<file path="src/rtl/fpa_pkg.sv">
package fpa_pkg;

  typedef enum logic [1:0] {
    MODE_OFF  = 2'd0,
    MODE_PART = 2'd1,
    MODE_FULL = 2'd2
  } fpa_mode_e;

  localparam int NBUF   = 4;
  localparam int BUF_IB = 0;  // line being executed
  localparam int BUF_PB = 1;  // next sequential line
  localparam int BUF_BT = 2;  // backward jump target
  localparam int BUF_DB = 3;  // data line

  localparam int WORD_W  = 32;
  localparam int LINE_W  = 128;
  localparam int WSEL_W  = 2;
  localparam int LAT_W   = 3;

endpackage

</file>
<file path="src/rtl/fpa_line_buf.sv">
module fpa_line_buf
  import fpa_pkg::*;
#(
  parameter int TW = 16
) (
  input  logic              clk,
  input  logic              rst_n,
  input  logic              clr,
  input  logic              ld,
  input  logic [TW-1:0]     ld_tag,
  input  logic [LINE_W-1:0] ld_line,
  input  logic [TW-1:0]     lk_tag,
  input  logic [WSEL_W-1:0] lk_sel,
  output logic              vld,
  output logic [TW-1:0]     tag,
  output logic [LINE_W-1:0] line,
  output logic              hit,
  output logic [WORD_W-1:0] word
);

  // Valid bit: a load wins over a clear, so the caller gates loads with
  // the configuration write when that must win.
  always_ff @(posedge clk or negedge rst_n) begin
    if (!rst_n)   vld <= 1'b0;
    else if (ld)  vld <= 1'b1;
    else if (clr) vld <= 1'b0;
  end

  always_ff @(posedge clk or negedge rst_n) begin
    if (!rst_n) begin
      tag  <= '0;
      line <= '0;
    end else if (ld) begin
      tag  <= ld_tag;
      line <= ld_line;
    end
  end

  assign hit  = vld && (tag == lk_tag);
  assign word = line[{lk_sel, 5'b0} +: WORD_W];

endmodule

</file>
<file path="src/rtl/fpa_read_seq.sv">
module fpa_read_seq
  import fpa_pkg::*;
#(
  parameter int TW = 16
) (
  input  logic             clk,
  input  logic             rst_n,
  input  logic [LAT_W-1:0] lat,
  input  logic             cancel,
  input  logic             start,
  input  logic [TW-1:0]    start_tag,
  output logic             busy,
  output logic [TW-1:0]    rd_tag,
  output logic             fl_rd,
  output logic [TW-1:0]    fl_tag,
  output logic             done
);

  logic [LAT_W-1:0] cnt;
  logic [LAT_W-1:0] cur_cnt;

  // A start restarts the window at count zero, on a new or the same tag.
  assign cur_cnt = start ? '0 : cnt;
  assign fl_rd   = busy || start;
  assign fl_tag  = start ? start_tag : rd_tag;
  assign done    = fl_rd && (cur_cnt == LAT_W'(lat - LAT_W'(1)));

  always_ff @(posedge clk or negedge rst_n) begin
    if (!rst_n) begin
      busy   <= 1'b0;
      cnt    <= '0;
      rd_tag <= '0;
    end else if (cancel) begin
      busy <= 1'b0;
      cnt  <= '0;
    end else if (fl_rd && !done) begin
      busy   <= 1'b1;
      cnt    <= cur_cnt + LAT_W'(1);
      rd_tag <= fl_tag;
    end else begin
      busy <= 1'b0;
      cnt  <= '0;
    end
  end

  // the read window never runs past the programmed latency
  p_cnt_in_window_r3: assert property (@(posedge clk) disable iff (!rst_n)
    busy |-> (cnt < lat));

endmodule

</file>
<file path="src/rtl/flash_prefetch_accel.sv">
module flash_prefetch_accel
  import fpa_pkg::*;
#(
  parameter int AW = 20
) (
  input  logic              clk,
  input  logic              rst_n,
  input  logic              cfg_we,
  input  logic [1:0]        cfg_mode,
  input  logic [2:0]        cfg_wait,
  input  logic              req_valid,
  input  logic [AW-1:0]     req_addr,
  input  logic              req_is_data,
  output logic              req_ready,
  output logic [31:0]       req_rdata,
  output logic              fl_rd,
  output logic [AW-5:0]     fl_addr,
  input  logic [127:0]      fl_line
);

  localparam int TW = AW - 4;

  // ---------------- configuration register ----------------
  fpa_mode_e        mode_q;
  logic [LAT_W-1:0] lat_q;

  always_ff @(posedge clk or negedge rst_n) begin
    if (!rst_n) begin
      mode_q <= MODE_OFF;
      lat_q  <= LAT_W'(7);
    end else if (cfg_we) begin
      mode_q <= (cfg_mode[1]) ? MODE_FULL : fpa_mode_e'(cfg_mode);
      lat_q  <= (cfg_wait == '0) ? LAT_W'(1) : cfg_wait;
    end
  end

  logic use_bufs, full;
  assign use_bufs = (mode_q != MODE_OFF);
  assign full     = (mode_q == MODE_FULL);

  // ---------------- request decode ----------------
  logic [TW-1:0]     req_tag;
  logic [WSEL_W-1:0] req_sel;
  logic              instr;
  assign req_tag = req_addr[AW-1:4];
  assign req_sel = req_addr[3:2];
  assign instr   = !req_is_data;

  // ---------------- line buffers ----------------
  logic [NBUF-1:0]   b_vld, b_hit, b_ld, b_clr;
  logic [TW-1:0]     b_tag     [NBUF];
  logic [LINE_W-1:0] b_line    [NBUF];
  logic [WORD_W-1:0] b_word    [NBUF];
  logic [TW-1:0]     b_ld_tag  [NBUF];
  logic [LINE_W-1:0] b_ld_line [NBUF];

  for (genvar gi = 0; gi < NBUF; gi++) begin : g_buf
    fpa_line_buf #(.TW(TW)) u_buf (
      .clk     (clk),
      .rst_n   (rst_n),
      .clr     (b_clr[gi]),
      .ld      (b_ld[gi]),
      .ld_tag  (b_ld_tag[gi]),
      .ld_line (b_ld_line[gi]),
      .lk_tag  (req_tag),
      .lk_sel  (req_sel),
      .vld     (b_vld[gi]),
      .tag     (b_tag[gi]),
      .line    (b_line[gi]),
      .hit     (b_hit[gi]),
      .word    (b_word[gi])
    );
  end

  logic              hit_any;
  logic [WORD_W-1:0] hit_word;
  assign hit_any = req_valid && (|b_hit);

  always_comb begin
    hit_word = '0;
    for (int i = NBUF - 1; i >= 0; i--) begin
      if (b_hit[i]) hit_word = b_word[i];
    end
  end

  // ---------------- flash read sequencer ----------------
  logic          seq_busy, seq_start, seq_done;
  logic [TW-1:0] seq_rd_tag, seq_start_tag, pf_tag;
  logic          demand_miss, pf_go;

  assign pf_tag      = b_tag[BUF_IB] + TW'(1);
  assign demand_miss = req_valid && !hit_any &&
                       !(seq_busy && (seq_rd_tag == req_tag));
  assign pf_go       = use_bufs && !seq_busy && !demand_miss && !cfg_we &&
                       b_vld[BUF_IB] &&
                       !(b_vld[BUF_PB] && (b_tag[BUF_PB] == pf_tag));
  assign seq_start     = demand_miss || pf_go;
  assign seq_start_tag = demand_miss ? req_tag : pf_tag;

  fpa_read_seq #(.TW(TW)) u_seq (
    .clk       (clk),
    .rst_n     (rst_n),
    .lat       (lat_q),
    .cancel    (cfg_we),
    .start     (seq_start),
    .start_tag (seq_start_tag),
    .busy      (seq_busy),
    .rd_tag    (seq_rd_tag),
    .fl_rd     (fl_rd),
    .fl_tag    (fl_addr),
    .done      (seq_done)
  );

  // The line completing this cycle serves the pending request directly.
  logic done_dem;
  assign done_dem = seq_done && req_valid && !hit_any && (fl_addr == req_tag);

  assign req_ready = req_valid && (hit_any || done_dem);
  assign req_rdata = hit_any ? hit_word : fl_line[{req_sel, 5'b0} +: WORD_W];

  // ---------------- buffer fill and promotion ----------------
  logic backward;
  assign backward = b_vld[BUF_IB] && (req_tag < b_tag[BUF_IB]);

  always_comb begin
    b_ld  = '0;
    b_clr = {NBUF{cfg_we}};
    for (int i = 0; i < NBUF; i++) begin
      b_ld_tag[i]  = fl_addr;
      b_ld_line[i] = fl_line;
    end
    if (!cfg_we && use_bufs) begin
      if (done_dem && instr) begin
        b_ld[BUF_IB] = 1'b1;
        if (full && backward) b_ld[BUF_BT] = 1'b1;
      end else if (req_valid && instr && !b_hit[BUF_IB] && b_hit[BUF_PB]) begin
        b_ld[BUF_IB]      = 1'b1;
        b_ld_tag[BUF_IB]  = b_tag[BUF_PB];
        b_ld_line[BUF_IB] = b_line[BUF_PB];
        b_clr[BUF_PB]     = 1'b1;
      end else if (req_valid && instr && !b_hit[BUF_IB] && b_hit[BUF_BT]) begin
        b_ld[BUF_IB]      = 1'b1;
        b_ld_tag[BUF_IB]  = b_tag[BUF_BT];
        b_ld_line[BUF_IB] = b_line[BUF_BT];
      end
      if (done_dem && req_is_data && full) b_ld[BUF_DB] = 1'b1;
      if (seq_done && !done_dem)           b_ld[BUF_PB] = 1'b1;
    end
  end

  // ---------------- assertions ----------------
  // only word-aligned addresses are presented
  p_aligned_r1: assert property (@(posedge clk) disable iff (!rst_n)
    req_valid |-> (req_addr[1:0] == 2'b00));

  // the latency register never holds zero
  p_lat_nonzero_r2: assert property (@(posedge clk) disable iff (!rst_n)
    lat_q != '0);

  // off mode never holds a valid line
  p_off_empty_r4: assert property (@(posedge clk) disable iff (!rst_n)
    (mode_q == MODE_OFF) |-> (b_vld == '0));

  // a miss drives its own line to the flash in the same cycle
  p_miss_reads_r8: assert property (@(posedge clk) disable iff (!rst_n)
    demand_miss |-> (fl_rd && (fl_addr == req_tag)));

  // a configuration write leaves every buffer empty
  p_cfg_clears_r11: assert property (@(posedge clk) disable iff (!rst_n)
    cfg_we |=> (b_vld == '0));

  // a stalled request is held unchanged
  p_hold_req_r12: assert property (@(posedge clk) disable iff (!rst_n)
    (req_valid && !req_ready) |=>
      (req_valid && $stable(req_addr) && $stable(req_is_data)));

endmodule

</file>
<file path="config.mk">
export PLATFORM = sky130hd
export DESIGN_NAME = flash_prefetch_accel
export DESIGN_NICKNAME = d
export VERILOG_FILES = /design/src/rtl/fpa_pkg.sv /design/src/rtl/fpa_line_buf.sv /design/src/rtl/fpa_read_seq.sv /design/src/rtl/flash_prefetch_accel.sv
export SDC_FILE = /design/constraint.sdc
export NUM_CORES = 2
export LEC_CHECK = 0
export CAP_MARGIN = 20
export CELL_PAD_IN_SITES_DETAIL_PLACEMENT = 1
export CELL_PAD_IN_SITES_GLOBAL_PLACEMENT = 1
export CORE_MARGIN = 10
export CORE_UTILIZATION = 42
export DETAILED_ROUTE_END_ITERATION = 7
export MAX_ROUTING_LAYER = met4
export PLACE_DENSITY = 0.79
export SKIP_CTS_REPAIR_TIMING = 1
export SLEW_MARGIN = 15
export SYNTH_ARGS = -nofsm -noshare
export SYNTH_HDL_FRONTEND = slang
export SYNTH_HIERARCHICAL = 1
export SYNTH_SLANG_ARGS = --single-unit
export TNS_END_PERCENT = 5
</file>
<file path="constraint.sdc">
create_clock -name clk -period 6.2 [get_ports clk]
set_input_delay 0.93 -clock clk [delete_from_list [all_inputs] [get_ports clk]]
set_output_delay 0.93 -clock clk [all_outputs]
set_load 0.02 [all_outputs]
</file>
=== Word-level counts from Yosys, hierarchy flattened ===
Cells that the tools add are included.

* Register bits: 605
* Output and inout bits: 50
* Bits of input ports: 158
* Logic and storage cells: 127

* Muxes and demuxes: 39
* $lt $le $gt $ge: 1
* Reductions and logical operators: 52
* Bitwise operators: 1
* Shifts and indexed selects: 5
* Equal/unequal tests: 9
* Add/sub/neg operators: 3

{| class="wikitable"
|+ Operators by type and width
! cell !! number
|-
| 128-bit by 8-bit indexed part select with 32-bit output || 5
|-
| 128-bit 2-to-1 mux || 4
|-
| 32-bit 2-to-1 mux || 5
|-
| 16-bit == test || 7
|-
| 16-bit 2-to-1 mux || 6
|-
| 1-bit logical AND || 31
|-
| 1-bit 2-to-1 mux || 18
|-
| 16-bit by 1-bit adder with 16-bit output (second input constant) || 1
|-
| 16-bit < comparator || 1
|-
| 3-bit 2-to-1 mux || 4
|-
| 1-bit zero test || 10
|-
| 2-bit nonzero test || 5
|-
| 4-bit 2-to-1 mux || 1
|-
| 4-bit OR reduction || 1
|-
| 3-bit by 1-bit adder with 3-bit output (second input constant) || 1
|-
| 3-bit == test || 1
|-
| 3-bit zero test || 1
|-
| 1-bit logical OR || 3
|-
| 3-bit by 1-bit subtractor with 3-bit output (second input constant) || 1
|-
| 2-bit == test (second input constant) || 1
|-
| 2-bit 2-to-1 mux || 1
|-
| 2-bit AND reduction || 1
|-
| 1-bit inverter || 1
|}

=== Depth between registers and ports, before layout ===
* Depth after elaboration: 24
* Depth in mapped cells: 23

=== Hierarchy ===
The synthesis kept the hierarchy.

{| class="wikitable"
|+ Modules (own cells, without submodules)
! module !! instances !! area each (um^2) !! cells each
|-
| fpa_line_buf || 4 || 6341.1 || 368
|-
| flash_prefetch_accel || 1 || 7842.5 || 1196
|-
| fpa_read_seq || 1 || 1142.3 || 83
|}

=== Worst setup path before layout ===
OpenSTA, ideal clock, no wires.

* Kind: input to output
* Start point: input req_addr[16]
* End point: output req_ready
* Arrival time: 4737 ps
* Slack: 533 ps
* Stages: 18
* Path buffers: 4
* Path through: xor2_1 nor4_1 nand4_1 nor4_2 clkbuf_1 or4_1 a31o_2 clkbuf_1 nand2_1 o41a_1 buf_2 buf_2 mux2_2 xnor2_1 nand3_1 nor3_1 nand4_1 a21boi_0

{| class="wikitable"
|+ RTL lines
! element !! line !! text
|-
| start: declaration || flash_prefetch_accel.sv:12 || <nowiki>input logic [AW-1:0] req_addr,</nowiki>
|-
| 16-bit == test * || fpa_line_buf.sv:39 || <nowiki>assign hit = vld && (tag == lk_tag);</nowiki>
|-
| 1-bit logical AND * || fpa_line_buf.sv:39 ||
|-
| via b_hit[2] || flash_prefetch_accel.sv:50 || <nowiki>logic [NBUF-1:0] b_vld, b_hit, b_ld, b_clr;</nowiki>
|-
| 4-bit OR reduction * || flash_prefetch_accel.sv:77 || <nowiki>assign hit_any = req_valid && (|b_hit);</nowiki>
|-
| 1-bit logical AND * || flash_prefetch_accel.sv:77 ||
|-
| 1-bit zero test * || flash_prefetch_accel.sv:92 || <nowiki>assign demand_miss = req_valid && !hit_any &&</nowiki>
|-
| 1-bit logical AND * (2 in series) || flash_prefetch_accel.sv:92 ||
|-
| 1-bit zero test || flash_prefetch_accel.sv:94 || <nowiki>assign pf_go = use_bufs && !seq_busy && !demand_miss && !cfg_we &&</nowiki>
|-
| [4 not listed] || - ||
|-
| 1-bit logical OR * || flash_prefetch_accel.sv:97 || <nowiki>assign seq_start = demand_miss || pf_go;</nowiki>
|-
| via seq_start || flash_prefetch_accel.sv:87 || <nowiki>logic seq_busy, seq_start, seq_done;</nowiki>
|-
| 16-bit 2-to-1 mux * || fpa_read_seq.sv:25 || <nowiki>assign fl_tag = start ? start_tag : rd_tag;</nowiki>
|-
| via fl_addr[11] || flash_prefetch_accel.sv:17 || <nowiki>output logic [AW-5:0] fl_addr,</nowiki>
|-
| 16-bit == test * || flash_prefetch_accel.sv:116 || <nowiki>assign done_dem = seq_done && req_valid && !hit_any && (fl_addr == req_tag);</nowiki>
|-
| 1-bit logical AND * || flash_prefetch_accel.sv:116 ||
|-
| 1-bit logical OR * || flash_prefetch_accel.sv:118 || <nowiki>assign req_ready = req_valid && (hit_any || done_dem);</nowiki>
|-
| 1-bit logical AND * || flash_prefetch_accel.sv:118 ||
|-
| end: declaration || flash_prefetch_accel.sv:14 || <nowiki>output logic req_ready,</nowiki>
|}

Mark *: on every way through the listed nets, which the timed path passes. The rest lies on a longest branch.

=== Final worst setup path ===
* Start point: input req_addr[16]
* End point: output req_ready

* Cells in the longest elaborated chain, start to end: 21

{| class="wikitable"
|+ RTL lines
! element !! line !! text
|-
| 16-bit == test * || fpa_line_buf.sv:39 ||
|-
| 1-bit logical AND * || fpa_line_buf.sv:39 ||
|-
| via b_hit[2] || flash_prefetch_accel.sv:50 ||
|-
| 4-bit OR reduction * || flash_prefetch_accel.sv:77 ||
|-
| 1-bit logical AND * || flash_prefetch_accel.sv:77 ||
|-
| 1-bit zero test * || flash_prefetch_accel.sv:92 ||
|-
| 1-bit logical AND * (2 in series) || flash_prefetch_accel.sv:92 ||
|-
| 1-bit zero test || flash_prefetch_accel.sv:94 ||
|-
| [5 not listed] || - ||
|-
| via seq_start || flash_prefetch_accel.sv:87 ||
|-
| 3-bit 2-to-1 mux || fpa_read_seq.sv:23 || <nowiki>assign cur_cnt = start ? '0 : cnt;</nowiki>
|-
| 3-bit == test || fpa_read_seq.sv:26 || <nowiki>assign done = fl_rd && (cur_cnt == LAT_W'(lat - LAT_W'(1)));</nowiki>
|-
| 1-bit logical AND * || fpa_read_seq.sv:26 ||
|-
| via seq_done || flash_prefetch_accel.sv:87 ||
|-
| 1-bit logical AND * (3 in series) || flash_prefetch_accel.sv:116 ||
|-
| 1-bit logical OR * || flash_prefetch_accel.sv:118 ||
|-
| 1-bit logical AND * || flash_prefetch_accel.sv:118 ||
|}

Marks and branches as above.

==> flow_summary.ini <==
[yosys]
yosys_register_bits = 605
yosysTopAreaCell = dfrtp_1
synth_area_leaders = dfrtp_1, mux2_2, mux4_2
yosys_warnings = 6
ys_seq_area_share_pct = 44.1
synth-edff-count = 0
yosysTopAreaCellShare_pct = 43.9
syn_nets = 2927
netlist_instances = 2751
netlist_area_um2 = 34300
synthFlopType = dfrtp_1
yosysMostFrequentCell = dfrtp_1
synthTopCellsByCount = dfrtp_1, mux2_2, nor2b_1, o21ai_0, mux4_2
async_reset_ff_share_pct = 100
syn_avg_cell_area_um2 = 12.5
yosysUniqueCellTypes = 59

[route]
post-route-drc-count = 0
drtIter0Drc = 2019
vias_per_cell = 6.26
avgRoutedWirePerCell_um = 27.8
ant_nets = 0
finalWirelength_um = 114000
vias = 25667
drt-pass1-iter-count = 5

[sta]
min_period_over_period_pct = 100
tightest_slew_ns = 1.12
fin_ws_ns = -0.000784
finalSetupViolCount = 1
layout_min_cycle_time_ns = 6.20
fin_tns_setup_ns = -0.000784
fmax_mhz = 161
hold_viol_final = 0
report.final.slew_viol_count = 0
slew-limit-headroom_pct = 25.5
skew_ns = 0.0294
rsz0062_at_grt = yes

[floorplanning]
chipWidth_um = 306
die_h_um = 306
num_rows = 104
start_util_pct = 42.5
ios = 208
dieArea_um2 = 93600
core-area_um2 = 80800

[placed_design]
dp.cells = 3959
io_buffers = 205
dp_hpwl_um = 70300
placed_cell_area_um2 = 38400
dp_slack_ns = -0.620
gp_congestion = 0.890

[finish]
register_area_um2 = 15100
drive_above_1_share_pct = 36.4
area_growth_pct = 19.3
layout.cells.non_filler = 4100
multi_input_area_um2 = 18000
final_nets = 3154
fill_cells = 8107
finalInstanceArea_um2 = 41000

[power_and_ir_drop]
power_mw = 11.5
worst_ir_drop_vdd_mv = 0.197
leakagePower_nw = 17.8
power_density_nw_per_um2 = 279

[cts]
cts_buffers = 70
cts.sink_count = 605
clkLatencyLatePin_ns = 0.64
max-clock-path-buffers = 3
root_buffer = clkbuf_16
cts_tree = built
clk_pin_slew_ns = 0.05
cts.htree.levels = 3

[worst_setup_path]
arrival_ns = 5.27
crit_type = in2out
required_ns = 5.27
worstSetupStartpointType = input port
cp_max_fo = 13
end_kind = output port

[global_route]
grt_max_degree = 205
grt_pass1_vias = 28435
grt_pass1_wl_um = 170000
antenna_found_initial = 7
grt_usage_pct = 23.5
grt_remaining_overflow = 0

[status]
violations = negative setup slack
status = finished with violations

[flow_run]
maxCapViolations = 0

[hold_path]
hp-class = in2async
-- kinds of logic after synthesis --
group,count (synthesis),share of synthesized area (%)
simple gates,370,6.20
flops,605,44.1
xor+xnor,130,3.35
compound gates,590,10.9
mux,775,30.8
fa+ha+maj,18,0.656
buf+inv,263,4.04
-- worst max-delay path, cell delays in order --
cell and delay [ns]:
clkdlybuf4s50_1 0.48, buf_4 0.18, xor2_1 0.15, nor4_1 0.29
nand4_1 0.29, nor4_4 0.30, or4_4 0.20, a31o_2 0.12
o21ai_0 0.09, o41a_1 0.41, buf_12 0.17, buf_4 0.17
nor4b_2 0.29, a22o_1 0.21, a31o_2 0.11, and3_1 0.20
nand4_1 0.17, a21boi_2 0.20, buf_4 0.13, clkbuf_2 0.17
-- power breakdown --
part	leakage (nW)	internal [mW]	switching, mW
sequential	8.17	4.47	0.521
clock	1.14	2.46	1.78
combinational	8.51	1.23	0.994
-- stage by stage --
| stage | hold slack, ns | utilization [%] |
|---|---|---|
| floorplan | 0.453 | - |
| global placement | 0.468 | 47.5 |
| detailed placement | 0.484 | 47.5 |
| CTS | 0.357 | 50.4 |
| global route | 0.373 | 50.7 |
| finish | 0.337 | 50.7 |
-- flip-flops by register name, summed over array words and instances (netlist names) --
name,cells
mode_q,2
u_seq/rd_tag,16
u_seq/busy,1
lat_q,3
u_seq/cnt,3
g_buf.u_buf/line,512
g_buf.u_buf/vld,4
g_buf.u_buf/tag,64
-- area by class of cell --
cell class / instances / share of cell area, %
sequential: 605 / 37.0
inverter: 29 / 0.266
clock inverter: 23 / 0.657
multi-input combinational: 1883 / 43.8
tap: 1060 / 3.24
clock buffer: 103 / 5.05
timing repair buffer: 389 / 9.95
antenna: 8 / 0.0489
-- worst paths after layout --
kind                                  startpoint                      end  slack (ns)  depth (start not counted)
setup / recovery                    req_addr[16]                req_ready     -0.0008                         20
hold / removal                             rst_n  g_buf[3].u_buf/line[89]        0.34                          1
setup reg to reg           g_buf[0].u_buf/tag[2]  g_buf[2].u_buf/line[88]        0.39                         20
hold reg to reg               g_buf[2].u_buf/vld       g_buf[2].u_buf/vld        0.50                          1
max in group asynchronous                  rst_n  g_buf[2].u_buf/line[62]        4.34                          2
min in group clk              g_buf[2].u_buf/vld       g_buf[2].u_buf/vld        0.50                          1
-- cell usage in the layout, fill, tap and decap left out, types with 6 or more instances in the layout --
cell type / n
a31oi_1: 144
nand2_1: 48
nor2_1: 30
ha_1: 18
nand3_1: 9
dfrtp_1: 602
a221oi_1: 31
a21o_1: 11
mux2_4: 16
mux4_2: 160
clkbuf_16: 77
clkinv_2: 10
clkdlybuf4s50_1: 200
o21ai_0: 181
nor3_1: 35
mux2_2: 597
nand4_1: 25
a22oi_1: 144
buf_4: 137
diode_2: 8
buf_12: 39
nor4_1: 8
xor2_1: 26
nand2b_1: 6
inv_1: 29
xnor2_1: 103
a21oi_1: 53
clkbuf_1: 16
nor2b_1: 180
clkbuf_8: 15
-- metal layers --
| metal | vias up | track usage [%] | wire length (um) |
|---|---|---|---|
| li1 | 10876 | - | - |
| met5 | - | - | 0 |
| met2 | 937 | 39.3 | 57200 |
| met3 | 211 | 2.99 | 6240 |
| met4 | 0 | 8.62 | 3340 |
| met1 | 13643 | 28.9 | 47100 |
Power figures use the tool's default switching activity.
